### config.mk
export PLATFORM = sky130hd
export DESIGN_NAME = lsa_unit
export DESIGN_NICKNAME = d
export VERILOG_FILES = /design/src/rtl/lsa_pkg.sv /design/src/rtl/lsa_align_check.sv /design/src/rtl/lsa_store_path.sv /design/src/rtl/lsa_load_path.sv /design/src/rtl/lsa_unit.sv
export SDC_FILE = /design/constraint.sdc
export NUM_CORES = 1
export LEC_CHECK = 0
export BUFFER_PORTS_ARGS = -buffer_cell sky130_fd_sc_hd__buf_2
export CAP_MARGIN = 20
export CORE_MARGIN = 4
export CORE_UTILIZATION = 43
export CTS_BUF_LIST = sky130_fd_sc_hd__clkbuf_4
export CTS_CLUSTER_SIZE = 8
export DETAILED_ROUTE_END_ITERATION = 10
export GPL_TIMING_DRIVEN = 0
export PLACE_DENSITY_LB_ADDON = 0.3
export REMOVE_ABC_BUFFERS = 1
export SYNTH_ARGS = -nofsm -noshare
export SYNTH_HDL_FRONTEND = slang
export SYNTH_HIERARCHICAL = 1
export SYNTH_SLANG_ARGS = --single-unit
### constraint.sdc
create_clock -name clk -period 2.1 [get_ports clk]
set_input_delay 0.21 -clock clk [delete_from_list [all_inputs] [get_ports clk]]
set_output_delay 0.21 -clock clk [all_outputs]
set_load 0.03 [all_outputs]
### src/rtl/lsa_pkg.sv
// Shared definitions for the legacy load/store alignment unit.
// Assumes little-endian byte lanes and a data width that is a power-of-two
// multiple of 16 bits.
package lsa_pkg;

    parameter int unsigned LSA_ADDR_W = 32;
    parameter int unsigned LSA_DATA_W = 32;

    typedef enum logic [2:0] {
        ACC_BYTE  = 3'd0,
        ACC_HALF  = 3'd1,
        ACC_WORD  = 3'd2,
        ACC_PAIR  = 3'd3,
        ACC_MULTI = 3'd4,
        ACC_SWAP  = 3'd5
    } acc_kind_e;

endpackage

### src/rtl/lsa_align_check.sv
// Alignment classifier: decides, from the access kind and the low address
// bits, whether a request raises an alignment fault (strict mode) or is
// flagged as unpredictable (legacy mode). Purely combinational.
// Assumes off carries address bits [OFF_W:0], one bit wider than a lane index.
module lsa_align_check
    import lsa_pkg::*;
#(
    parameter int unsigned OFF_W = 2
) (
    input  acc_kind_e        kind,
    input  logic [OFF_W:0]   off,
    input  logic             chk_en,
    input  logic             compact,
    input  logic             pair_word_ok,
    output logic             fault,
    output logic             unpred
);

    logic mis_half;
    logic mis_word;
    logic mis_pair;

    // size-relative misalignment tests
    always_comb begin
        mis_half = off[0];
        mis_word = |off[OFF_W-1:0];
        mis_pair = pair_word_ok ? mis_word : |off;
    end

    // map misalignment to fault or unpredictable according to the mode
    always_comb begin
        fault  = 1'b0;
        unpred = 1'b0;
        case (kind)
            ACC_HALF: begin
                fault  = chk_en & mis_half;
                unpred = ~chk_en & mis_half;
            end
            ACC_WORD, ACC_SWAP: begin
                fault  = chk_en & mis_word;
                unpred = ~chk_en & compact & mis_word;
            end
            ACC_PAIR: begin
                fault  = chk_en & mis_pair;
                unpred = ~chk_en & mis_pair;
            end
            default: begin
                fault  = 1'b0;
                unpred = 1'b0;
            end
        endcase
    end

endmodule

### src/rtl/lsa_store_path.sv
// Store/address path: clears the low address bits, builds byte enables and
// replicates narrow store data across the lanes. Combinational.
// Assumes at least four byte lanes; enables are forced to zero unless wr_en.
module lsa_store_path
    import lsa_pkg::*;
#(
    parameter int unsigned ADDR_W = 32,
    parameter int unsigned DATA_W = 32
) (
    input  acc_kind_e                kind,
    input  logic [ADDR_W-1:0]        addr,
    input  logic [DATA_W-1:0]        wdata,
    input  logic                     wr_en,
    output logic [ADDR_W-1:0]        mem_addr,
    output logic [DATA_W/8-1:0]      mem_be,
    output logic [DATA_W-1:0]        mem_wdata
);

    localparam int unsigned LANES = DATA_W / 8;
    localparam int unsigned OFF_W = $clog2(LANES);

    logic [OFF_W-1:0] off;
    logic [OFF_W-1:0] hbase;
    logic [LANES-1:0] be_raw;

    // word-aligned address and lane offsets
    always_comb begin
        off      = addr[OFF_W-1:0];
        hbase    = {off[OFF_W-1:1], 1'b0};
        mem_addr = {addr[ADDR_W-1:OFF_W], {OFF_W{1'b0}}};
    end

    // byte enables and lane-replicated write data by access kind
    always_comb begin
        case (kind)
            ACC_BYTE: begin
                be_raw    = LANES'(1) << off;
                mem_wdata = {LANES{wdata[7:0]}};
            end
            ACC_HALF: begin
                be_raw    = LANES'(3) << hbase;
                mem_wdata = {(LANES/2){wdata[15:0]}};
            end
            default: begin
                be_raw    = '1;
                mem_wdata = wdata;
            end
        endcase
        mem_be = wr_en ? be_raw : '0;
    end

endmodule

### src/rtl/lsa_load_path.sv
// Load path: forms every byte rotation of the read word, then selects a
// rotated word, a byte or a halfword and extends it. Combinational.
// Assumes off is the byte offset captured with the request.
module lsa_load_path
    import lsa_pkg::*;
#(
    parameter int unsigned DATA_W = 32
) (
    input  acc_kind_e                       kind,
    input  logic [$clog2(DATA_W/8)-1:0]     off,
    input  logic                            sgn,
    input  logic [DATA_W-1:0]               rdata,
    output logic [DATA_W-1:0]               ldata
);

    localparam int unsigned LANES = DATA_W / 8;
    localparam int unsigned OFF_W = $clog2(LANES);

    logic [DATA_W-1:0] rot [LANES];
    logic [DATA_W-1:0] sel;
    logic [DATA_W-1:0] hsel;

    for (genvar r = 0; r < LANES; r++) begin : g_rot
        if (r == 0) begin : g_zero
            assign rot[r] = rdata;
        end else begin : g_shift
            assign rot[r] = {rdata[8*r-1:0], rdata[DATA_W-1:8*r]};
        end
    end

    // pick the rotation for the byte offset and for the halfword lane
    always_comb begin
        sel  = rot[off];
        hsel = rot[{off[OFF_W-1:1], 1'b0}];
    end

    // shape the returned value by access kind
    always_comb begin
        case (kind)
            ACC_BYTE:
                ldata = sgn ? {{(DATA_W-8){sel[7]}}, sel[7:0]}
                            : {{(DATA_W-8){1'b0}}, sel[7:0]};
            ACC_HALF:
                ldata = sgn ? {{(DATA_W-16){hsel[15]}}, hsel[15:0]}
                            : {{(DATA_W-16){1'b0}}, hsel[15:0]};
            ACC_WORD, ACC_SWAP:
                ldata = sel;
            default:
                ldata = rdata;
        endcase
    end

endmodule

### src/rtl/lsa_unit.sv
// Legacy load/store alignment unit, top level. Issues the memory access in
// the request cycle and reports shaped data and flags one cycle later.
// Assumes a synchronous memory returning mem_rdata one cycle after mem_en,
// and that no memory access is made for a faulted request.
module lsa_unit
    import lsa_pkg::*;
#(
    parameter int unsigned ADDR_W = LSA_ADDR_W,
    parameter int unsigned DATA_W = LSA_DATA_W
) (
    input  logic                  clk,
    input  logic                  rst_n,
    input  logic                  req_valid,
    input  logic [2:0]            req_kind,
    input  logic                  req_store,
    input  logic                  req_signed,
    input  logic                  req_compact,
    input  logic [ADDR_W-1:0]     req_addr,
    input  logic [DATA_W-1:0]     req_wdata,
    input  logic                  chk_en,
    input  logic                  pair_word_ok,
    output logic                  mem_en,
    output logic                  mem_we,
    output logic [ADDR_W-1:0]     mem_addr,
    output logic [DATA_W/8-1:0]   mem_be,
    output logic [DATA_W-1:0]     mem_wdata,
    input  logic [DATA_W-1:0]     mem_rdata,
    output logic                  resp_valid,
    output logic [DATA_W-1:0]     resp_data,
    output logic                  resp_fault,
    output logic                  resp_unpred
);

    localparam int unsigned LANES = DATA_W / 8;
    localparam int unsigned OFF_W = $clog2(LANES);

    acc_kind_e        kind;
    logic             fault_c;
    logic             unpred_c;
    acc_kind_e        r_kind;
    logic [OFF_W-1:0] r_off;
    logic             r_sgn;
    logic             r_load;
    logic [DATA_W-1:0] ld_data;

    assign kind = acc_kind_e'(req_kind);

    lsa_align_check #(.OFF_W(OFF_W)) u_check (
        .kind         (kind),
        .off          (req_addr[OFF_W:0]),
        .chk_en       (chk_en),
        .compact      (req_compact),
        .pair_word_ok (pair_word_ok),
        .fault        (fault_c),
        .unpred       (unpred_c)
    );

    // memory handshake: a faulted request makes no access
    always_comb begin
        mem_en = req_valid & ~fault_c;
        mem_we = mem_en & req_store;
    end

    lsa_store_path #(.ADDR_W(ADDR_W), .DATA_W(DATA_W)) u_store (
        .kind      (kind),
        .addr      (req_addr),
        .wdata     (req_wdata),
        .wr_en     (mem_we),
        .mem_addr  (mem_addr),
        .mem_be    (mem_be),
        .mem_wdata (mem_wdata)
    );

    // capture response flags and load context for the next cycle
    always_ff @(posedge clk) begin
        if (!rst_n) begin
            resp_valid  <= 1'b0;
            resp_fault  <= 1'b0;
            resp_unpred <= 1'b0;
            r_kind      <= ACC_BYTE;
            r_off       <= '0;
            r_sgn       <= 1'b0;
            r_load      <= 1'b0;
        end else begin
            resp_valid  <= req_valid;
            resp_fault  <= req_valid & fault_c;
            resp_unpred <= req_valid & unpred_c;
            r_kind      <= kind;
            r_off       <= req_addr[OFF_W-1:0];
            r_sgn       <= req_signed;
            r_load      <= req_valid & ~req_store;
        end
    end

    lsa_load_path #(.DATA_W(DATA_W)) u_load (
        .kind  (r_kind),
        .off   (r_off),
        .sgn   (r_sgn),
        .rdata (mem_rdata),
        .ldata (ld_data)
    );

    // returned data is meaningful only for loads that made an access
    always_comb begin
        resp_data = (resp_valid & r_load & ~resp_fault) ? ld_data : '0;
    end

endmodule

==> out/metrics.csv <==
stage,metric,value,unit
outcome,status,"finished, violations left",
outcome,failed_checks,setup timing,
logic_synthesis,synth_edf_count,0,
logic_synthesis,avgSynthCellArea,7.32,um^2
global_routing,grt_max_degree,38,
timing,rsz0062_at_grt,yes,
timing,layout_worst_path_cycle_share,106,%
final_layout,drive_gt1_share,51.0,%
pwr,ir_drop,0.234,mV
global_routing,gr-total-overflow,0,
critical_path,critPathLaunchType,flop,
route,dr.pass1.iters,5,
logic_synthesis,synth_seq_cells,10,
route,ant_nets,0,
route,wire_per_inst,19.9,um
placed_design,routabilityCongestion,0.893,
pwr,p_per_area,304,mW/mm^2
clocking,clockBufferDepth,2,
die,io_pins,212,
route,viasPerCell,6.00,
logic_synthesis,yosysWarnings,6,
logic_synthesis,ys.flop_type,dfxtp_1,
global_routing,antenna_found_initial,0,
route,vias,3484,
logic_synthesis,ys_seq_area_share,6.82,%
die,dieArea,0.00822,mm^2
timing,worst_pin_slew,0.992,ns
clocking,cts_hold_buf,0,
critical_path,max_stage_delay,0.56,ns
critical_path,slowest_stage,mux4_2,
placed_design,dp_slack,-0.820,ns
global_routing,grt_pass1_vias,3256,
die,start_util,45.2,%
clocking,cts_tree,yes,
final_layout,layout_common_cells,"buf_2, nor2_1, nand2_1",
die,die_w,90.6,um
clocking,clock_sinks,10,
global_routing,grt_usage,25.3,%
die,die_y,90.6,um
timing,finalSetupViolations,31,
min_path,hold_class,in2reg,
clocking,clock-root-buffer,clkbuf_4,
critical_path,required,1.89,ns
flow_run,cap_violations,0,
timing,fin_crit,2.23,ns
pwr,leakagePower,1.90,nW
timing,fmax,449,MHz
placed_design,portBuffers,151,
route,first_iter_violations,226,
clocking,cts_made_buffers,3,
clocking,cts_max_level,1,
logic_synthesis,syn-cell-area,0.00294,mm^2
final_layout,nets,613,
critical_path,crit_fanout,7,
timing,relSlewSlack,33.8,%
logic_synthesis,ys_types,57,
critical_path,setup.worst_path.end_class,output port,
critical_path,worstSetupStartpoint,r_off[0],
final_layout,synthToLayoutAreaGrowth,38.0,%
critical_path,worstPathArrival,2.02,ns
critical_path,critical_path.cell_chain,mux4_2 > nand3b_4 > o2bb2ai_4 > buf_12 > a21oi_2 > and4b_2 > buf_6,
timing,timing.setup.tns,-2.19,ns
die,num_rows,29,
die,coreArea,0.00649,mm^2
timing,hold_violations,0,
critical_path,criticalPathCategory,reg2out,
placed_design,dp_hpwl,7.62,mm
final_layout,layout_commonest_cell,buf_2,
logic_synthesis,async_flop_share,0,%
route,drt_wl_total,11.6,mm
logic_synthesis,synthCells,401,
critical_path,critPathCapture,resp_data[31],
timing,drv_slew,0,
timing,fin_ws,-0.128,ns
clocking,cts.clk_slew.worst_paths,0.06,ns
global_routing,grt_pass1_wl,17.0,mm
route,drc,0,
final_layout,antenna_cells,0,
==> area by class of cell <==
| type | count | area (um^2) |
|---|---|---|
| tap | 77 | 96.3 |
| timing repair buffer | 168 | 1190 |
| clock buffer | 3 | 22.5 |
| sequential | 10 | 219 |
| fill | 578 | 2440 |
| multi-input combinational | 318 | 2500 |
| inverter | 5 | 21.3 |
==> registers in the layout (all words and copies together) (netlist names) <==
signal and flops:
r_load 1, resp_unpred 1, r_off 2, resp_valid 1
r_sgn 1, resp_fault 1, r_kind 3
==> routing by layer <==
metal	vias to the layer above	global-route usage [%]	share of wire [%]
met1	1587	30.0	38
met3	14	10.9	13
met5	-	3.85	0.30
li1	1627	-	-
met4	2	1.91	0.67
met2	254	43.4	48
==> critical path: cells and delay by family, from the launching register on <==
kind	cells	cell delay, ns
multiplexers	1	0.56
flip-flops	1	0.36
AND/OR/NAND/NOR	2	0.36
buffers and inverters	2	0.30
AO/OA/AOI/OAI	2	0.20
==> worst min-delay path by stage <==
stage                            start           end  slack, ns  cells past startpoint
after detailed placement  req_addr[17]  mem_addr[17]       0.42                      0
after global routing        req_signed         r_sgn       0.16                      2
after CTS                   req_signed         r_sgn       0.17                      2
after global placement    req_addr[17]  mem_addr[17]       0.42                      0
final                       req_signed         r_sgn       0.17                      2
after floorplan                  rst_n     r_kind[0]       0.33                      1
==> through the flow <==
stage | total power, mW | cell area [um^2] | utilization, % | hold WS [ns] | instances
after CTS | 1.17 | 3860 | 59.4 | 0.165 | 579
after detailed placement | 0.952 | 3330 | 51.2 | 0.420 | 561
after floorplan | 0.677 | 2460 | - | 0.332 | 332
after global placement | 0.938 | 3310 | 51.0 | 0.420 | 560
final | 1.23 | 4050 | 62.4 | 0.170 | 581
after global routing | 1.31 | 4050 | 62.4 | 0.159 | 581
==> synthesized netlist by cell type (2+ instances only) <==
library cell,instances,area [um^2]
and3_1,2,12.5
buf_6,2,22.5
buf_2,15,75.1
mux2_2,23,259
clkbuf_1,5,18.8
a32oi_1,12,105
and4b_1,32,320
dfxtp_1,10,200
nor3_1,2,10.0
a21oi_1,23,115
o21ai_0,17,85.1
nand3_1,2,10.0
o22ai_1,2,12.5
o21bai_1,3,22.5
mux2i_1,34,340
o211ai_1,2,15.0
and3b_1,2,17.5
buf_4,45,338
a21boi_0,2,15.0
nor2b_1,2,12.5
nor2_1,60,225
and2_1,9,56.3
a31oi_1,2,12.5
nor3b_2,2,25.0
nand2b_1,9,56.3
nand2_1,35,131
or2_2,5,31.3
inv_1,4,15.0
a21oi_2,10,87.6
==> timing repair <==
item | in CTS | in global routing
pin swaps | 14 | 9
buffers inserted | 13 | 1
resized for setup | 93 | 36
cloned | 2 | 1
endpoints found under the setup margin | 32 | 34
==> logic make-up (layout without fill, tap and decap cells) <==
family | after synthesis | in the layout | share of synthesized area [%]
flip-flops | 10 | 10 | 6.82
AND/OR/NAND/NOR | 170 | 170 | 33.7
multiplexers | 59 | 59 | 21.7
AO/OA/AOI/OAI | 86 | 87 | 20.6
other | 1 | 2 | 0.128
buffers and inverters | 75 | 176 | 17.1
==> where the power goes <==
part | total (mW) | switching (mW) | leakage [nW] | internal [mW]
Sequential | 0.233 | 0.0367 | 0.0857 | 0.196
Clock | 0.121 | 0.0552 | 0.0138 | 0.0656
Combinational | 0.880 | 0.499 | 1.80 | 0.381
Total | 1.23 | 0.590 | 1.90 | 0.643
Power figures use the tool's default switching activity.
